<file path="config.mk">
export PLATFORM = sky130hd
export DESIGN_NAME = time_field_setter
export DESIGN_NICKNAME = d
export VERILOG_FILES = /design/src/rtl/tfs_pkg.sv /design/src/rtl/tfs_bcd_field.sv /design/src/rtl/tfs_time_bank.sv /design/src/rtl/tfs_set_fsm.sv /design/src/rtl/time_field_setter.sv
export SDC_FILE = /design/constraint.sdc
export NUM_CORES = 1
export LEC_CHECK = 0
export CORE_MARGIN = 2
export CORE_UTILIZATION = 30
export DETAILED_ROUTE_END_ITERATION = 8
export DONT_BUFFER_PORTS = 1
export PLACE_DENSITY_LB_ADDON = 0.2
export SYNTH_ARGS = -nofsm -noshare
export SYNTH_HDL_FRONTEND = slang
export SYNTH_SLANG_ARGS = --single-unit
</file>
<file path="constraint.sdc">
create_clock -name clk_i -period 7 [get_ports clk_i]
set_input_delay 0.35 -clock clk_i [delete_from_list [all_inputs] [get_ports clk_i]]
set_output_delay 0.35 -clock clk_i [all_outputs]
set_load 0.02 [all_outputs]
</file>
<file path="src/rtl/tfs_pkg.sv">
package tfs_pkg;
  localparam int FIELD_W = 8;
  localparam int N_FIELDS = 3;  // 0 sec, 1 min, 2 hour
  localparam int N_BANKS = 3;   // 0 clock, 1 alarm, 2 timer

  typedef enum logic [1:0] {
    CTX_ADJ = 2'b00,
    CTX_ALM = 2'b01,
    CTX_TMR = 2'b10,
    CTX_RUN = 2'b11
  } ctx_e;

  typedef enum logic [1:0] {
    SEL_IDLE = 2'd0,
    SEL_HR   = 2'd1,
    SEL_MIN  = 2'd2,
    SEL_SEC  = 2'd3
  } sel_e;

  function automatic logic [FIELD_W-1:0] bcd_up(input logic [FIELD_W-1:0] v);
    if (v[3:0] == 4'd9) return {4'(v[7:4] + 4'd1), 4'd0};
    return {v[7:4], 4'(v[3:0] + 4'd1)};
  endfunction

  function automatic logic [FIELD_W-1:0] bcd_dn(input logic [FIELD_W-1:0] v);
    if (v[3:0] == 4'd0) return {4'(v[7:4] - 4'd1), 4'd9};
    return {v[7:4], 4'(v[3:0] - 4'd1)};
  endfunction
endpackage

</file>
<file path="src/rtl/tfs_bcd_field.sv">
module tfs_bcd_field
  import tfs_pkg::*;
#(
  parameter logic [FIELD_W-1:0] MAX_VAL = 8'h59
) (
  input  logic               clk_i,
  input  logic               rst_ni,
  input  logic               up_i,
  input  logic               dn_i,
  output logic [FIELD_W-1:0] val_o
);
  logic [FIELD_W-1:0] q_q;

  always_ff @(posedge clk_i or negedge rst_ni) begin
    if (!rst_ni)   q_q <= '0;
    else if (up_i) q_q <= (q_q == MAX_VAL) ? '0 : bcd_up(q_q);
    else if (dn_i) q_q <= (q_q == '0) ? MAX_VAL : bcd_dn(q_q);
  end

  assign val_o = q_q;

  a_r9_bcd_legal: assert property (@(posedge clk_i) disable iff (!rst_ni)
    (q_q[3:0] <= 4'd9) && (q_q <= MAX_VAL));
  a_r5_up_wrap: assert property (@(posedge clk_i) disable iff (!rst_ni)
    (up_i && q_q == MAX_VAL) |=> (q_q == '0));
  a_r6_dn_wrap: assert property (@(posedge clk_i) disable iff (!rst_ni)
    (dn_i && !up_i && q_q == '0) |=> (q_q == MAX_VAL));
  a_r10_hold: assert property (@(posedge clk_i) disable iff (!rst_ni)
    (!up_i && !dn_i) |=> $stable(q_q));
endmodule

</file>
<file path="src/rtl/tfs_time_bank.sv">
module tfs_time_bank
  import tfs_pkg::*;
#(
  parameter bit   AUTO_RUN = 1'b0,
  parameter ctx_e EDIT_CTX = CTX_ADJ
) (
  input  logic               clk_i,
  input  logic               rst_ni,
  input  logic               tick_i,
  input  ctx_e               ctx_i,
  input  sel_e               field_i,
  input  logic               inc_i,
  input  logic               dec_i,
  output logic [FIELD_W-1:0] hour_o,
  output logic [FIELD_W-1:0] min_o,
  output logic [FIELD_W-1:0] sec_o
);
  logic                edit;
  logic                run;
  logic [N_FIELDS-1:0] carry;
  logic [N_FIELDS-1:0] up;
  logic [N_FIELDS-1:0] dn;
  logic [FIELD_W-1:0]  val [N_FIELDS];

  assign edit = (ctx_i == EDIT_CTX);

  generate
    if (AUTO_RUN) begin : g_auto
      assign run = !edit;
    end else begin : g_static
      assign run = 1'b0;
    end
  endgenerate

  assign carry[0] = 1'b1;
  assign carry[1] = (val[0] == 8'h59);
  assign carry[2] = carry[1] && (val[1] == 8'h59);

  for (genvar gi = 0; gi < N_FIELDS; gi++) begin : g_field
    localparam sel_e FSEL = sel_e'(2'(3 - gi));
    localparam logic [FIELD_W-1:0] FMAX = (gi == N_FIELDS - 1) ? 8'h23 : 8'h59;
    logic hit;
    assign hit = edit && (field_i == FSEL);
    assign up[gi] = tick_i && ((run && carry[gi]) || (hit && inc_i));
    assign dn[gi] = tick_i && !run && hit && dec_i;

    tfs_bcd_field #(.MAX_VAL(FMAX)) u_field (
      .clk_i (clk_i),
      .rst_ni(rst_ni),
      .up_i  (up[gi]),
      .dn_i  (dn[gi]),
      .val_o (val[gi])
    );
  end

  assign sec_o  = val[0];
  assign min_o  = val[1];
  assign hour_o = val[2];

  // a manual edit never ripples into a neighbouring field
  a_r5_no_carry: assert property (@(posedge clk_i) disable iff (!rst_ni)
    (tick_i && !run && edit && field_i == SEL_SEC) |=> ($stable(min_o) && $stable(hour_o)));
endmodule

</file>
<file path="src/rtl/tfs_set_fsm.sv">
module tfs_set_fsm
  import tfs_pkg::*;
(
  input  logic clk_i,
  input  logic rst_ni,
  input  logic tick_i,
  input  logic set_sw_i,
  input  logic ds_sw_i,
  input  logic key_ni,
  output ctx_e ctx_o,
  output sel_e field_o
);
  ctx_e mode;
  ctx_e ctx_q;
  sel_e sel_q;
  sel_e sel_nxt;
  logic key_q;
  logic press;

  assign mode  = ctx_e'({set_sw_i, ds_sw_i});
  assign press = key_q && !key_ni;

  always_comb begin
    unique case (sel_q)
      SEL_IDLE: sel_nxt = SEL_HR;
      SEL_HR:   sel_nxt = SEL_MIN;
      SEL_MIN:  sel_nxt = SEL_SEC;
      default:  sel_nxt = SEL_HR;
    endcase
  end

  always_ff @(posedge clk_i or negedge rst_ni) begin
    if (!rst_ni) begin
      ctx_q <= CTX_RUN;
      sel_q <= SEL_IDLE;
      key_q <= 1'b1;
    end else if (tick_i) begin
      key_q <= key_ni;
      if (mode != ctx_q) begin
        ctx_q <= mode;
        sel_q <= SEL_IDLE;
      end else if (ctx_q == CTX_RUN) begin
        sel_q <= SEL_IDLE;
      end else if (press) begin
        sel_q <= sel_nxt;
      end
    end
  end

  assign ctx_o   = ctx_q;
  assign field_o = sel_q;

  a_r3_enter_idle: assert property (@(posedge clk_i) disable iff (!rst_ni)
    (tick_i && mode != ctx_q) |=> (sel_q == SEL_IDLE));
  a_r1_run_idle: assert property (@(posedge clk_i) disable iff (!rst_ni)
    (ctx_q == CTX_RUN && $stable(ctx_q)) |-> (sel_q == SEL_IDLE));
  a_r10_fsm_hold: assert property (@(posedge clk_i) disable iff (!rst_ni)
    !tick_i |=> ($stable(sel_q) && $stable(ctx_q)));
  a_r2_held_key: assert property (@(posedge clk_i) disable iff (!rst_ni)
    (tick_i && !key_q && mode == ctx_q) |=> $stable(sel_q));
endmodule

</file>
<file path="src/rtl/time_field_setter.sv">
module time_field_setter
  import tfs_pkg::*;
(
  input  logic               clk_i,
  input  logic               rst_ni,
  input  logic               tick_i,
  input  logic               set_sw_i,
  input  logic               ds_sw_i,
  input  logic               key_ni,
  input  logic               inc_ni,
  input  logic               dec_ni,
  output logic [FIELD_W-1:0] hour_o,
  output logic [FIELD_W-1:0] min_o,
  output logic [FIELD_W-1:0] sec_o,
  output logic [1:0]         disp_sel_o
);
  ctx_e               ctx;
  sel_e               field;
  logic [FIELD_W-1:0] bh [N_BANKS];
  logic [FIELD_W-1:0] bm [N_BANKS];
  logic [FIELD_W-1:0] bs [N_BANKS];

  tfs_set_fsm u_fsm (
    .clk_i   (clk_i),
    .rst_ni  (rst_ni),
    .tick_i  (tick_i),
    .set_sw_i(set_sw_i),
    .ds_sw_i (ds_sw_i),
    .key_ni  (key_ni),
    .ctx_o   (ctx),
    .field_o (field)
  );

  // bank 0 = clock (edited in ADJ), 1 = alarm, 2 = timer
  for (genvar bi = 0; bi < N_BANKS; bi++) begin : g_bank
    tfs_time_bank #(
      .AUTO_RUN(bi == 0),
      .EDIT_CTX(ctx_e'(2'(bi)))
    ) u_bank (
      .clk_i  (clk_i),
      .rst_ni (rst_ni),
      .tick_i (tick_i),
      .ctx_i  (ctx),
      .field_i(field),
      .inc_i  (!inc_ni),
      .dec_i  (!dec_ni),
      .hour_o (bh[bi]),
      .min_o  (bm[bi]),
      .sec_o  (bs[bi])
    );
  end

  always_comb begin
    unique case (ctx)
      CTX_ALM: begin hour_o = bh[1]; min_o = bm[1]; sec_o = bs[1]; end
      CTX_TMR: begin hour_o = bh[2]; min_o = bm[2]; sec_o = bs[2]; end
      default: begin hour_o = bh[0]; min_o = bm[0]; sec_o = bs[0]; end
    endcase
  end

  assign disp_sel_o = ctx;

  a_r7_frozen: assert property (@(posedge clk_i) disable iff (!rst_ni)
    (tick_i && ctx == CTX_ADJ && field != SEL_SEC) |=> $stable(bs[0]));
  a_r4_runs: assert property (@(posedge clk_i) disable iff (!rst_ni)
    (tick_i && ctx != CTX_ADJ && bs[0] != 8'h59) |=> (bs[0] != $past(bs[0])));
endmodule

</file>
After elaboration in Yosys (flattened, before gate mapping)
Index checks and enable logic that the tools add are counted.
{ "op_classes": {"add_sub_neg": 36, "n_eq_ne": 34, "mux": 124, "reduce_logical": 106} }
{ "ops": {"columns": ["cell", "n"], "rows": [
  ["8-bit two-way mux", 72],
  ["4-bit by 1-bit adder with 4-bit output, second input constant", 18],
  ["8-bit zero test", 9],
  ["4-bit by 1-bit subtractor with 4-bit output, second input constant", 18],
  ["1-bit logical AND", 50],
  ["8-bit by 7-bit equality test with 1-bit output, second input constant", 6],
  ["8-bit one-hot mux with 2 select lines", 3],
  ["1-bit two-way mux", 45],
  ["4-bit equality test, second input constant", 9],
  ["4-bit zero test", 9],
  ["3-bit nonzero test", 10],
  ["3-bit by 1-bit != test with 1-bit output, second input constant", 9],
  ["3-bit AND reduction", 9],
  ["8-bit by 6-bit equality test with 1-bit output, second input constant", 3],
  ["2-bit nonzero test", 9],
  ["2-bit equality test, second input constant", 4],
  ["2-bit two-way mux", 3],
  ["2-bit by 1-bit equality test with 1-bit output, second input constant", 2],
  ["1-bit zero test", 4],
  ["2-bit one-hot mux with 2 select lines", 1],
  ["2-bit AND reduction", 2],
  ["1-bit logical OR", 3],
  ["2-bit zero test", 1],
  ["2-bit != test", 1]
]} }
{ "totals": {"reg_bits": 77, "out_inout_bits": 26, "word_cells": 321} }

Depth between registers and ports, before layout
{ "logic_depth": {"ltp_word": 10, "ltp_mapped": 9} }

Modules after synthesis
From an unflattened synthesis, not the netlist that was laid out.
{ "unflattened": {"hier_cells": 833, "hier_area_um2": 6947.9} }
{ "modules_own_cells": {"columns": ["module", "n_inst", "cells_each", "area_each_um2", "seq_area_each_um2"], "rows": [
  ["tfs_bcd_field (g_bank[0].u_bank.g_field[0].u_field ...)", 6, 74, 636.9, 200.2],
  ["tfs_bcd_field (g_bank[0].u_bank.g_field[2].u_field ...)", 3, 81, 696.9, 200.2],
  ["time_field_setter", 1, 87, 508.0, 0.0],
  ["tfs_set_fsm", 1, 19, 256.5, 128.9],
  ["tfs_time_bank (g_bank[0].u_bank)", 1, 18, 138.9, 0.0],
  ["tfs_time_bank (g_bank[1].u_bank ...)", 2, 11, 66.3, 0.0]
]} }

Least setup slack after synthesis
No wires, ideal clock.
{ "synth_timing": {"path_type": "reg2reg", "startpoint": "reg u_fsm.ctx_q[0], in the netlist u_fsm.ctx_o[0]", "endpoint": "reg g_bank[0].u_bank.g_field[2].u_field.q_q[2]", "setup_time_ns": 0.138, "arrival_time_ns": 2.484, "slack_ns": 4.378, "stages_incl_launch_ff": 9, "path_buffers": 2, "period_less_slack_ns": 2.622, "path_cell_list": "dfstp_2 -> inv_1 -> ha_1 -> buf_6 -> nand4bb_4 -> or4_4 -> buf_6 -> nand2_1 -> mux4_2"} }
{ "synth_via": {"elab_chain_cells": 6, "elab_cells_between_ends": 12, "cone_classes": "1 x mux; 11 x reduce/logical"} }
{ "synth_rtl": {"columns": ["element", "line_no", "source"], "rows": [
  ["start, declared", "tfs_set_fsm.sv:14", "ctx_e ctx_q;"],
  ["start signal, assigned", "tfs_set_fsm.sv:40", "ctx_q <= mode;"],
  ["2-bit zero test (*)", "tfs_time_bank.sv:25", "assign edit = (ctx_i == EDIT_CTX);"],
  ["1-bit zero test or 1-bit logical AND (tied branches)", "tfs_time_bank.sv:29, tfs_time_bank.sv:43", null],
  ["1-bit logical AND", "tfs_time_bank.sv:44", "assign up[gi] = tick_i && ((run && carry[gi]) || (hit && inc_i));"],
  ["1-bit logical OR", "tfs_time_bank.sv:44", null],
  ["1-bit logical AND", "tfs_time_bank.sv:44", null],
  ["8-bit two-way mux or 2-bit nonzero test (tied branches)", null, null],
  ["end signal, assigned", "tfs_bcd_field.sv:16", "else if (up_i) q_q <= (q_q == MAX_VAL) ? '0 : bcd_up(q_q);"],
  ["end signal, assigned", "tfs_bcd_field.sv:17", "else if (dn_i) q_q <= (q_q == '0) ? MAX_VAL : bcd_dn(q_q);"],
  ["end, declared", "tfs_bcd_field.sv:12", "logic [FIELD_W-1:0] q_q;"]
]} }
Mark *: on every way between the ends. The rest lies on a longest branch, timed or not.
A chain may end at the register's enable or synchronous reset.

Worst setup path in the final report
{ "layout_timing": {"startpoint": "reg u_fsm.ctx_q[1], in the netlist u_fsm.ctx_o[1]", "endpoint": "reg g_bank[2].u_bank.g_field[0].u_field.q_q[4]"} }
{ "layout_via": {"elab_chain_cells": 6, "elab_cells_between_ends": 11, "cone_classes": "2 x eq/ne; 1 x mux; 8 x reduce/logical"} }
{ "layout_rtl": {"columns": ["element", "line_no", "source"], "rows": [
  ["2-bit equality test (*)", "tfs_time_bank.sv:25", null],
  ["1-bit logical AND (*)", "tfs_time_bank.sv:43", "assign hit = edit && (field_i == FSEL);"],
  ["1-bit logical AND, on equally long branches (2 in series)", "tfs_time_bank.sv:44, tfs_time_bank.sv:45", null],
  ["3-bit by 1-bit != test with 1-bit output (no line), or another cell as far along", null, null],
  ["3-bit AND reduction (no line)", null, null],
  ["end signal, assigned", "tfs_bcd_field.sv:16", null],
  ["end signal, assigned", "tfs_bcd_field.sv:17", null],
  ["end, declared", "tfs_bcd_field.sv:12", null]
]} }
Marks and branches as above.

==> out/summary.log <==
qor: outcome.status completed
qor: routing.number_of_search_and_repair_iterations_in_the_first_detailed_routing_pass 5
qor: clocking.worst_skew_pair.late_latency 0.35 ns
qor: clocking.clk_pin_slew_worst_setup_hold_paths 0.06 ns
qor: clocking.cts-htree-levels 3
qor: clocking.cts_tree done
qor: finish.design.final.nets 929
qor: floorplan.die_width 159 µm
qor: placement.place_hpwl 13.9 mm
qor: floorplan.floorplan.die.height 159 µm
qor: timing.setup_tns 0 ns
qor: job.maxCapViolCount 0
qor: timing.post-route-min-period 3.02 ns
qor: routing.length_of_routed_met2_wiring 8.89 mm
qor: pwr.power-per-cell-area 243 nW/µm²
qor: finish.area_growth 8.12%
qor: timing.finalClockSkew 0.00926 ns
qor: global_routing.grt_pass1_wl 32.7 mm
qor: global_routing.vias_in_the_first_global_route 6174
qor: synthesis.netlist_area 7180 µm²
qor: finish.area.sequential 1930 µm²
qor: routing.wl_met3 709 µm
qor: synthesis.synth_ff_type dfrtp_1
qor: floorplan.die_area 25200 µm²
qor: clocking.hold_buffers 2
qor: routing.vias_per_cell 5.51
qor: finish.share_of_final_layout_standard_cells_stronger_than_drive_strength_1 6.40%
qor: clocking.postCtsSetupRepairBufs 0
qor: synthesis.synth-warning-count 0
qor: placement.port_buffers 0
qor: worst_setup_path.worstPathMaxFanout 33
qor: worst_setup_path.worst-path-buf-inv 1
qor: timing.relSlewSlack 46.6%
qor: clocking.cts_buffer_depth 2
qor: routing.drt-wirelength-per-cell 16.6 µm
qor: timing.max_freq 0.332 GHz
qor: placement.gp_congestion 0.855
qor: finish.layout_commonest_cell nor2_1
qor: synthesis.synth_top_cell_area_share 25.8%
qor: floorplan.design.portCount 34
qor: finish.number_of_fill_cells_in_the_layout 2482
qor: worst_setup_path.worstPathArrival 3.25 ns
qor: timing.worst_margin_pin_slew 0.793 ns
qor: worst_setup_path.crit_path_end_kind flip-flop
qor: global_routing.grt_overflow_total 0
qor: global_routing.initial_antenna_violation_count 0
qor: clocking.root_buffer clkbuf_16
qor: routing.wirelength_met1 9.62 mm
qor: synthesis.synth_cells 892
qor: timing.timing_hold_violations_final 0
qor: synthesis.yosys.area.top_type dfrtp_1
qor: timing.rsz0062_at_grt false
qor: finish.antennaDiodeCount 0
qor: worst_setup_path.path_delay_family simple AND/OR/NAND/NOR gates
qor: finish.most-common-layout-cells 81 x nor2_1, 74 x dfrtp_1, 67 x ha_1
qor: routing.initialDrtViolationCount 500
qor: floorplan.floorplan.initialDensity 30.6%
qor: synthesis.async_reset_ff_share 100%
qor: synthesis.syn-mean-instance-area 8.05 µm²
qor: worst_setup_path.worst-endpoint-required 7.23 ns
qor: synthesis.top_post_synthesis_cells_by_area dfrtp_1 26%, ha_1 12%, a21oi_1 4.6%, nor2_1 4.2%, o21ai_0 3.7%
qor: routing.detailroute.via_count 6486
qor: routing.drcViolationCount 0
qor: clocking.cells_resized_by_post_cts_repair 0
qor: finish.multiInputGateArea 4790 µm²
qor: pwr.power 1.89 mW
qor: global_routing.maximum_number_of_pins_on_one_net_before_global_route_repair 78
qor: floorplan.rows 56
qor: pwr.vdd_drop_max 0.107 mV
qor: timing.finalMaxSlewViolations 0
qor: worst_setup_path.crit_path_start_kind flip-flop
qor: clocking.num_cts_buffers 9
qor: pwr.leakage_power_figure 3.13 nW
qor: worst_setup_path.critical-path-slowest-cell dfstp_2
qor: global_routing.groute.usage.overall 15.7%
qor: routing.drt_wl_total 19.6 mm
qor: hold_path.hold_path_class input pin to flip-flop
qor: synthesis.ys_ff_latch 77
qor: synthesis.synth.distinct_cells 81
qor: synthesis.count_of_flip_flops_with_a_built_in_enable_after_synthesis 0
qor: routing.drt.antenna.violating_nets 0
qor: synthesis.syn-num-nets 967
qor: timing.setup_viol_count_final 0
qor: worst_setup_path.timing.setup.critical_path_class flip-flop to flip-flop
qor: synthesis.synth_seq_area_share 26.9%
qor: floorplan.core_region_area 23500 µm²
qor: worst_setup_path.cp_cell_sequence ha_1, buf_4, nand4b_1, or2_2, a211oi_4, o21ai_0, a22o_1
qor: clocking.tritoncts_num_sinks 77
qor: routing.top_layer met4
qor: worst_setup_path.stage_delay_of_the_slowest_cell_on_the_critical_path 0.63 ns
qor: timing.timing.final.crit_share 43.1%
layout make-up:
cell class	instances	share of cell area [%]
multi-input cells	700	61.6
clock buffers	13	3.48
repair buffers	5	0.773
flip-flops and latches	77	24.9
inverters	61	2.95
well taps	319	5.14
clock inverters	3	1.16
metal layers:
| metal | vias up | track usage (%) |
|---|---|---|
| met5 | - | 0 |
| met4 | 0 | 5.17 |
| met3 | 22 | 2.30 |
| met2 | 143 | 24.8 |
| met1 | 3086 | 21.8 |
| li1 | 3235 | - |
logic make-up (layout without fill, tap and decap cells):
| logic type | Yosys count | count (layout) | synth area share [%] |
|---|---|---|---|
| xor gates and xnor gates | 6 | 6 | 0.732 |
| buffers and inverters | 115 | 82 | 6.48 |
| AOI/OAI and AO/OA | 301 | 301 | 28.5 |
| and+or+nand+nor | 313 | 313 | 23.7 |
| DFF | 77 | 77 | 26.9 |
| adders and majority gates | 67 | 67 | 11.7 |
| muxes | 13 | 13 | 2.06 |
through the flow:
stage | utilization [%] | worst slack (ns) | std cells | hold slack [ns] | area [µm²]
after CTS | 33.1 | 3.97 | 1178 | 0.0577 | 7770
after global placement | 31.4 | 3.99 | 1160 | 0.0603 | 7370
after global routing | 33.1 | 3.73 | 1178 | 0.0830 | 7770
final | 33.1 | 3.98 | 1178 | 0.0879 | 7770
after floorplan | - | 4.38 | 892 | 0.0544 | 7180
after detailed placement | 31.4 | 3.98 | 1160 | 0.0602 | 7370
power by group:
| group | total (mW) | switching (mW) | internal [mW] |
|---|---|---|---|
| Combinational | 0.663 | 0.414 | 0.249 |
| Clock | 0.573 | 0.195 | 0.378 |
| Sequential | 0.649 | 0.140 | 0.509 |
| Total | 1.89 | 0.749 | 1.14 |
synth_stat cells, types with 6 or more instances:
cell type and number:
nand3b_1 10, and3b_1 6, a21oi_1 66, nand4b_1 9
mux2i_1 8, a211oi_1 16, a32oi_1 6, or3_1 6
clkbuf_1 36, nand2_1 64, buf_2 12, or3b_2 6
nor2b_1 12, and3_1 8, ha_1 67, and4b_1 7
nor3_1 23, dfrtp_1 74, nand3_1 30, o31ai_1 23
o22ai_1 15, inv_1 61, o211ai_1 8, a211o_1 6
a31oi_1 16, nand2b_1 8, a21o_1 6, nor2_1 81
nor4_1 6, a22oi_1 29, nor3b_1 12, o21ai_0 53
worst paths after layout:
check | from | endpoint | slack [ns] | cells after the start
setup reg to reg | u_fsm.ctx_o[1]$_DFFE_PN1P_ | g_bank[2].u_bank.g_field[0].u_field.val_o[4]$_DFFE_PN0P_ | 3.98 | 7
setup / recovery | u_fsm.ctx_o[1]$_DFFE_PN1P_ | g_bank[2].u_bank.g_field[0].u_field.val_o[4]$_DFFE_PN0P_ | 3.98 | 7
max in group asynchronous | rst_ni | g_bank[2].u_bank.g_field[1].u_field.val_o[3]$_DFFE_PN0P_ | 6.06 | 2
hold reg to reg | u_fsm.field_o[0]$_DFFE_PN0P_ | u_fsm.field_o[0]$_DFFE_PN0P_ | 0.55 | 2
hold / removal | tick_i | u_fsm.ctx_o[0]$_DFFE_PN1P_ | 0.09 | 1
min in group asynchronous | rst_ni | g_bank[1].u_bank.g_field[0].u_field.val_o[4]$_DFFE_PN0P_ | 0.56 | 2
registers in the layout (all words and copies together), names as in the netlist:
name / count
g_bank.u_bank.g_field.u_field.val_o: 72
u_fsm.ctx_o: 2
u_fsm.field_o: 2
u_fsm.key_q: 1
No activity file was read; power rests on OpenSTA's default activity.
